<file path="src/rtl/pdm_tx_pkg.sv">
// Shared definitions for the PDM transmit stage.
// Assumes samples are 16-bit signed and one sample period spans 64 x ratio steps.
package pdm_tx_pkg;
    typedef enum logic [1:0] {
        LM_CODEC = 2'b00,
        LM_DAC1  = 2'b01,
        LM_DAC2  = 2'b10,
        LM_SPARE = 2'b11
    } line_mode_e;

    localparam int PCM_W    = 16;
    localparam int OSR_LOG2 = 6;
endpackage

</file>
<file path="src/rtl/pdm_tx_clkgen.sv">
// PDM bit-clock generator: divides the system clock by 2*HALF_DIV.
// step pulses for one cycle on the edge where phase goes high.
// Assumes HALF_DIV >= 1.
module pdm_tx_clkgen #(
    parameter int HALF_DIV = 2
) (
    input  logic clk,
    input  logic rst_n,
    output logic phase,
    output logic step
);
    localparam int CW = (HALF_DIV > 1) ? $clog2(HALF_DIV) : 1;

    logic [CW-1:0] cnt;
    logic          term;

    assign term = (cnt == CW'(HALF_DIV - 1));
    assign step = term & ~phase;

    // Half-period counter and clock phase toggle.
    always_ff @(posedge clk) begin
        if (!rst_n) begin
            cnt   <= '0;
            phase <= 1'b0;
        end else if (term) begin
            cnt   <= '0;
            phase <= ~phase;
        end else begin
            cnt <= cnt + 1'b1;
        end
    end

    // every step opens the high half of the PDM period
    assert_step_opens_high_R3: assert property (@(posedge clk) disable iff (!rst_n)
        step |=> phase);
    // the phase only rises on a step
    assert_rise_needs_step_R3: assert property (@(posedge clk) disable iff (!rst_n)
        $rose(phase) |-> $past(step));
endmodule

</file>
<file path="src/rtl/pdm_tx_upsampler.sv">
// Zero-order-hold up-sampler with a fractional request counter.
// A sample is requested every 64*num/den steps. The held pair drives the modulators.
// Assumes ratio_den is non-zero and not above 64*ratio_num.
module pdm_tx_upsampler
    import pdm_tx_pkg::*;
#(
    parameter int NUM_W = 16,
    parameter int SW    = PCM_W
) (
    input  logic          clk,
    input  logic          rst_n,
    input  logic          step,
    input  logic [NUM_W-1:0] ratio_num,
    input  logic [NUM_W-1:0] ratio_den,
    input  logic          pcm_valid,
    input  logic [SW-1:0] pcm_left,
    input  logic [SW-1:0] pcm_right,
    output logic          pcm_ready,
    output logic [SW-1:0] hold_left,
    output logic [SW-1:0] hold_right,
    output logic          underrun
);
    localparam int PW = NUM_W + OSR_LOG2 + 1;

    logic [PW-1:0] ph;
    logic [PW-1:0] sum;
    logic [PW-1:0] thr;
    logic          wrap;

    assign thr  = PW'({ratio_num, {OSR_LOG2{1'b0}}});
    assign sum  = ph + PW'(ratio_den);
    assign wrap = (sum >= thr);

    // Fractional phase: request a new sample when the threshold is crossed.
    always_ff @(posedge clk) begin
        if (!rst_n) begin
            ph        <= '0;
            pcm_ready <= 1'b0;
        end else begin
            pcm_ready <= 1'b0;
            if (step) begin
                if (wrap) begin
                    ph        <= sum - thr;
                    pcm_ready <= 1'b1;
                end else begin
                    ph <= sum;
                end
            end
        end
    end

    // Sample hold and underrun tracking.
    always_ff @(posedge clk) begin
        if (!rst_n) begin
            hold_left  <= '0;
            hold_right <= '0;
            underrun   <= 1'b0;
        end else if (pcm_ready) begin
            if (pcm_valid) begin
                hold_left  <= pcm_left;
                hold_right <= pcm_right;
                underrun   <= 1'b0;
            end else begin
                underrun <= 1'b1;
            end
        end
    end

    // the request is a single-cycle pulse
    assert_ready_pulse_R1: assert property (@(posedge clk) disable iff (!rst_n)
        pcm_ready |=> !pcm_ready);
    // an accepted pair is what the modulators see next
    assert_take_sample_R1: assert property (@(posedge clk) disable iff (!rst_n)
        (pcm_ready && pcm_valid) |=> (hold_left == $past(pcm_left)) && (hold_right == $past(pcm_right)));
    // a missed request flags underrun
    assert_underrun_set_R12: assert property (@(posedge clk) disable iff (!rst_n)
        (pcm_ready && !pcm_valid) |=> underrun);
    // during underrun the held sample does not move
    assert_underrun_hold_R12: assert property (@(posedge clk) disable iff (!rst_n)
        (underrun && !pcm_ready) |=> $stable(hold_left) && $stable(hold_right));
endmodule

</file>
<file path="src/rtl/pdm_tx_sdm.sv">
// First-order sigma-delta modulator for one slot.
// Output bit = accumulator non-negative; feedback is +/- full scale.
// Assumes ACC_W >= SW + 2 so full-scale input cannot overflow the accumulator.
module pdm_tx_sdm #(
    parameter int SW    = 16,
    parameter int ACC_W = 18
) (
    input  logic                 clk,
    input  logic                 rst_n,
    input  logic                 step,
    input  logic signed [SW-1:0] din,
    output logic                 bit_o
);
    localparam logic signed [ACC_W-1:0] FS_V = ACC_W'(1 << (SW - 1));
    localparam logic signed [ACC_W-1:0] LIM  = ACC_W'(1 << SW);

    logic signed [ACC_W-1:0] acc;
    logic signed [ACC_W-1:0] din_x;
    logic signed [ACC_W-1:0] acc_n;
    logic                    bit_now;

    assign din_x   = {{(ACC_W - SW){din[SW-1]}}, din};
    assign bit_now = ~acc[ACC_W-1];
    assign acc_n   = bit_now ? (acc + din_x - FS_V) : (acc + din_x + FS_V);

    // Integrate the error once per modulator step.
    always_ff @(posedge clk) begin
        if (!rst_n) begin
            acc   <= '0;
            bit_o <= 1'b0;
        end else if (step) begin
            acc   <= acc_n;
            bit_o <= bit_now;
        end
    end

    // the accumulator stays inside twice full scale
    assert_acc_bounded_R5: assert property (@(posedge clk) disable iff (!rst_n)
        (acc >= -LIM) && (acc < LIM));
endmodule

</file>
<file path="src/rtl/pdm_tx_stage.sv">
// PDM transmit output stage: up-sampler, two sigma-delta slots, line mapping.
// Codec mode muxes both slots on one line by clock level; DAC modes are clockless.
// Assumes configuration inputs are held steady between resets.
module pdm_tx_stage
    import pdm_tx_pkg::*;
#(
    parameter int HALF_DIV = 2,
    parameter int NUM_W    = 16,
    parameter int ACC_W    = PCM_W + 2
) (
    input  logic             clk,
    input  logic             rst_n,
    input  logic [1:0]       line_mode,
    input  logic             mono,
    input  logic             clk_inv,
    input  logic [NUM_W-1:0] ratio_num,
    input  logic [NUM_W-1:0] ratio_den,
    input  logic             pcm_valid,
    output logic             pcm_ready,
    input  logic [PCM_W-1:0] pcm_left,
    input  logic [PCM_W-1:0] pcm_right,
    output logic             pdm_clk,
    output logic             pdm_dat0,
    output logic             pdm_dat1,
    output logic             underrun
);
    logic             phase;
    logic             step;
    logic [PCM_W-1:0] hold_left;
    logic [PCM_W-1:0] hold_right;
    logic [PCM_W-1:0] slot_b_in;
    logic             bit_a;
    logic             bit_b;
    logic             is_codec;
    logic             two_line;

    assign is_codec = (line_mode == LM_CODEC);
    assign two_line = (line_mode == LM_DAC2);

    pdm_tx_clkgen #(.HALF_DIV(HALF_DIV)) u_clkgen (
        .clk   (clk),
        .rst_n (rst_n),
        .phase (phase),
        .step  (step)
    );

    pdm_tx_upsampler #(.NUM_W(NUM_W), .SW(PCM_W)) u_upsamp (
        .clk        (clk),
        .rst_n      (rst_n),
        .step       (step),
        .ratio_num  (ratio_num),
        .ratio_den  (ratio_den),
        .pcm_valid  (pcm_valid),
        .pcm_left   (pcm_left),
        .pcm_right  (pcm_right),
        .pcm_ready  (pcm_ready),
        .hold_left  (hold_left),
        .hold_right (hold_right),
        .underrun   (underrun)
    );

    // Slot B source: right sample, or zero code / left copy in mono.
    always_comb begin
        if (!mono)         slot_b_in = hold_right;
        else if (is_codec) slot_b_in = '0;
        else               slot_b_in = hold_left;
    end

    pdm_tx_sdm #(.SW(PCM_W), .ACC_W(ACC_W)) u_sdm_a (
        .clk   (clk),
        .rst_n (rst_n),
        .step  (step),
        .din   (hold_left),
        .bit_o (bit_a)
    );

    pdm_tx_sdm #(.SW(PCM_W), .ACC_W(ACC_W)) u_sdm_b (
        .clk   (clk),
        .rst_n (rst_n),
        .step  (step),
        .din   (slot_b_in),
        .bit_o (bit_b)
    );

    // Line mapping for the three output arrangements.
    always_comb begin
        pdm_clk  = is_codec & (phase ^ clk_inv);
        pdm_dat0 = is_codec ? (phase ? bit_a : bit_b) : bit_a;
        pdm_dat1 = two_line & bit_b;
    end

    // a clockless mode keeps the clock line low
    assert_dac_no_clock_R7: assert property (@(posedge clk) disable iff (!rst_n)
        (!is_codec && $stable(line_mode)) |=> !pdm_clk);
    // the second line is quiet outside two-line mode
    assert_dat1_quiet_R8: assert property (@(posedge clk) disable iff (!rst_n)
        (!two_line && $stable(line_mode)) |=> !pdm_dat1);
    // right after a step the clock shows the left half
    assert_codec_left_half_R6: assert property (@(posedge clk) disable iff (!rst_n)
        (is_codec && step && $stable(clk_inv)) |=> (pdm_clk != clk_inv) && (pdm_dat0 == bit_a));
endmodule

</file>
<file path="config.mk">
export PLATFORM = sky130hd
export DESIGN_NAME = pdm_tx_stage
export DESIGN_NICKNAME = d
export VERILOG_FILES = /design/src/rtl/pdm_tx_pkg.sv /design/src/rtl/pdm_tx_clkgen.sv /design/src/rtl/pdm_tx_upsampler.sv /design/src/rtl/pdm_tx_sdm.sv /design/src/rtl/pdm_tx_stage.sv
export SDC_FILE = /design/constraint.sdc
export NUM_CORES = 1
export LEC_CHECK = 0
export BUFFER_PORTS_ARGS = -buffer_cell sky130_fd_sc_hd__buf_2
export CAP_MARGIN = 30
export CORE_ASPECT_RATIO = 0.8
export CORE_UTILIZATION = 54
export DETAILED_ROUTE_END_ITERATION = 16
export GPL_ROUTABILITY_DRIVEN = 1
export PLACE_DENSITY_LB_ADDON = 0.12
export SYNTH_ARGS = -nofsm -noshare
export SYNTH_HDL_FRONTEND = slang
export SYNTH_SLANG_ARGS = --single-unit
</file>
<file path="constraint.sdc">
create_clock -name clk -period 4.55 [get_ports clk]
set_input_delay 0.6825 -clock clk [delete_from_list [all_inputs] [get_ports clk]]
set_output_delay 0.6825 -clock clk [all_outputs]
set_load 0.02 [all_outputs]
</file>
==> results.py <==
metrics = {
    "clocking": {
        "cts_hold_buf": 0,
        "cts.sinks": 97,
        "cts_inserted_buffers": 9,
        "root_buffer": "clkbuf_16",
        "clk_pin_slew_worst_paths_ns": 0.07,
        "cts_tree": "yes",
        "clkLatencyLatePin_ns": 0.35,
        "cts_buffer_depth": 2,
        "h-tree-depth": 3,
    },
    "global_route": {
        "grt_usage_pct": 28.8,
        "use_met2_pct": 41.4,
        "grt_max_degree": 43,
        "grt_pass1_wl_um": 30800,
        "antenna_found_initial": 0,
        "grt_use_met1_pct": 44.4,
        "grt_pass1_vias": 6226,
        "grt.overflow.total": 0,
        "grt_use_met3_pct": 4.68,
        "grt_busiest_layer": "met1",
    },
    "critical_path": {
        "ff2ff_path_depth": 17,
        "timing.rr.end": "u_upsamp.ph[21]",
        "cp-end-kind": "flop",
        "critPathMaxStageDelay_ns": 0.45,
        "worst_path_most_repeated_cell": "ha_1",
        "slowest_stage": "o311ai_0",
        "crit_path_end": "u_upsamp.ph[21]",
        "worstSetupPathType": "primary input to flop",
        "cp.depth": 18,
        "startpoint_type": "primary input",
        "cp_num_buf_inv": 2,
        "crit_chain": "buf_2 -> ha_1 -> a211oi_4 -> o21ai_2 -> a31o_2 -> a21oi_2 -> nor3_1 -> a2111oi_2 -> ha_1 -> o21ai_0 -> o21bai_1 -> a21o_1 -> a221oi_2 -> a21oi_1 -> buf_4 -> o311ai_0 -> mux2i_1 -> a211oi_1",
        "timing.critical_path.fanout_max": 3,
        "cpLargestDelayFamily": "compound AO/OA/AOI/OAI gates",
        "critical_path_arrival_ns": 4.67,
        "r2r-start": "u_upsamp.ph[1]",
        "crit_start": "ratio_den[1]",
        "cp_data_required_time_ns": 4.80,
        "reg2reg_slack_ns": 0.25,
    },
    "layout": {
        "syn2layout_area_growth_pct": 20.4,
        "nNetsFinal": 1204,
        "fin_util_pct": 68.0,
        "mostFrequentLayoutCell": "nand2_1",
        "final_cell_area_um2": 8460,
        "final-instance-count-excl-fill": 1237,
        "final_cell_mix": "179 x nand2_1, 99 x a21oi_1, 97 x dfxtp_1",
        "drive_above_1_share_pct": 19.9,
        "fillCellCount": 1094,
        "diodes": 0,
    },
    "die": {
        "num_rows": 36,
        "core-area_um2": 12400,
        "die_w_um": 130,
        "die_area_um2": 13500,
        "pin_count": 76,
        "die_h_um": 104,
        "start_util_pct": 56.5,
    },
    "sta": {
        "rsz0062_at_grt": "true",
        "setup_viol": 0,
        "max_freq_ghz": 0.226,
        "slew_headroom_pct": 38.8,
        "skew_ns": 0.00808,
        "finalCriticalPeriod_ns": 4.42,
        "worstMarginPinSlew_ns": 0.916,
        "finalHoldViolations": 0,
        "period_share_pct": 97.1,
        "timing.final.max_slew_violations": 0,
        "worst_slack_ns": 0.134,
    },
    "synthesis": {
        "yosysWarnings": 0,
        "synth_nets": 1075,
        "synth_edf_count": 0,
        "syn_area_per_cell_um2": 7.54,
        "ys_ff_latch": 97,
        "ys_seq_area_share_pct": 27.6,
        "synth_area_um2": 7030,
        "synth_async_sr_flop_share_pct": 0,
        "synth_ff_type": "dfxtp_1",
        "synth.distinct_cells": 71,
        "syn_inst": 932,
    },
    "placed_design": {
        "port_buffers": 75,
        "hpwl_um": 13800,
        "place_area_um2": 8060,
        "pre_cts_ws_ns": -0.356,
        "gp_congestion": 0.933,
        "dp_cells": 1218,
    },
    "route": {
        "vias": 6930,
        "first_iter_violations": 518,
        "first_pass_iters": 5,
        "detail_route.vias_per_cell": 5.60,
        "drt_wl_total_um": 19000,
        "wire_per_inst_um": 15.3,
        "drcViolationCount": 0,
        "postRouteAntennaNets": 0,
    },
    "power": {
        "p_leak_nw": 3.65,
        "p_comb_share_pct": 38.3,
        "p_int_w": 0.00177,
        "sw_frac_of_total_pct": 34.3,
        "p_sw_w": 0.000922,
        "ir_worst_vdd_uv": 261,
        "power_density_nw_per_um2": 318,
        "pwr-share-seq_pct": 34.5,
        "pwr-share-clk_pct": 27.1,
    },
    "hold_path": {
        "worstHoldPathType": "flop to flop",
    },
    "run": {
        "cap_violations": 0,
    },
    "outcome": {
        "outcome": "complete, no violations",
    },
}
## worst register-to-register path, stage by stage (launching register included)
cell	delay (ns)
dfxtp_1	0.34
ha_1	0.32
a211oi_4	0.30
o21ai_2	0.11
a31o_2	0.26
a21oi_2	0.16
nor3_1	0.11
a2111oi_2	0.42
ha_1	0.34
o21ai_0	0.15
o21bai_1	0.08
a21o_1	0.19
a221oi_2	0.26
a21oi_1	0.15
buf_4	0.17
o311ai_0	0.45
mux2i_1	0.16
a211oi_1	0.25
## synthesized netlist by cell type (all sizes together) (6+ instances only)
library cell / instances / share of area, %
o21ai: 57 / 4.1
o211ai: 8 / 0.85
or3: 7 / 0.62
clkbuf: 27 / 1.4
xor2: 16 / 2.0
nand3: 22 / 1.6
a21o: 16 / 1.7
fa: 6 / 1.7
a31oi: 13 / 1.2
ha: 66 / 12
nor2b: 7 / 0.62
nor2: 51 / 2.7
nand2b: 10 / 0.89
dfxtp: 97 / 28
nor4: 7 / 0.62
buf: 14 / 1.1
inv: 57 / 3.0
a211oi: 16 / 1.9
a311oi: 7 / 0.96
nand2: 179 / 9.6
a21oi: 102 / 7.4
o21a: 8 / 0.85
nand4: 9 / 0.80
nor3: 21 / 1.5
o21bai: 9 / 1.0
xnor2: 38 / 4.7
## cell families after synthesis
| kind of cell | after synthesis | synth area share [%] |
|---|---|---|
| and+or+nand+nor | 336 | 21.4 |
| DFF | 97 | 27.6 |
| adders and majority gates | 72 | 13.5 |
| AOI/OAI and AO/OA | 268 | 24.1 |
| buffers and inverters | 98 | 5.57 |
| xor gates and xnor gates | 54 | 6.73 |
| muxes | 7 | 1.09 |
## layer usage
| metal | share of wire, % | routed length (um) | vias up |
|---|---|---|---|
| met5 | 0 | 0 | - |
| met4 | 1.3 | 244 | 0 |
| met3 | 6.1 | 1160 | 17 |
| met2 | 41 | 7850 | 216 |
| met1 | 51 | 9700 | 3155 |
| li1 | - | - | 3542 |
## metrics by stage
step / setup TNS, ns / total power [W] / hold slack, ns
after CTS: 0 / 0.00265 / 0.457
final: 0 / 0.00269 / 0.455
after global placement: -1.71 / 0.00191 / 0.442
after global routing: -0.717 / 0.00284 / 0.477
after floorplan: 0 / 0.00156 / 0.417
after detailed placement: -4.15 / 0.00191 / 0.448
## sequential cells by signal (all words and copies together) (netlist names)
name                 cells
u_upsamp.underrun        1
u_upsamp.hold_right     16
u_sdm_b.acc             18
u_upsamp.hold_left      16
u_upsamp.pcm_ready       1
u_sdm_b.bit_o            1
u_sdm_a.bit_o            1
u_clkgen.phase           1
u_clkgen.cnt             1
u_upsamp.ph             23
u_sdm_a.acc             18
## worst min-delay path by stage
| stage | slack [ns] | end | from | cells after the start |
|---|---|---|---|---|
| 2_1_floorplan | 0.42 | u_clkgen.cnt | u_clkgen.cnt | 1 |
| 3_3_place_gp | 0.44 | u_upsamp.hold_right[13] | u_upsamp.hold_right[13] | 2 |
| 3_5_place_dp | 0.45 | u_upsamp.hold_right[0] | u_upsamp.hold_right[0] | 2 |
| 4_1_cts | 0.46 | u_upsamp.hold_right[0] | u_upsamp.hold_right[0] | 2 |
| 5_1_grt | 0.48 | u_sdm_b.acc[6] | u_sdm_b.acc[6] | 2 |
| 6_report | 0.46 | u_upsamp.hold_right[0] | u_upsamp.hold_right[0] | 2 |
## power by group through the flow
stage / logic [W] / clock network, W / registers (W)
finish: 0.00103 / 0.000730 / 0.000928
global route: 0.00113 / 0.000783 / 0.000933
CTS: 0.000973 / 0.000747 / 0.000926
detailed placement: 0.000964 / 0 / 0.000945
global placement: 0.000962 / 0 / 0.000945
floorplan: 0.000627 / 0 / 0.000933
## area by class of cell
class,count,area (um^2),area share [%]
tap,171,214,2.53
clock inverter,5,38.8,0.459
clock buffer,11,243,2.87
multi-input combinational,737,4800,56.7
sequential,97,1940,23.0
timing repair buffer,159,1010,11.9
inverter,57,214,2.53
## repair_timing
action                                  in CTS  in global routing
buffers inserted                             0                  3
endpoints found under the setup margin       1                 19
pin swaps                                    1                  8
gates resized for setup                      2                 19
No activity file was read; power rests on OpenSTA's default activity.
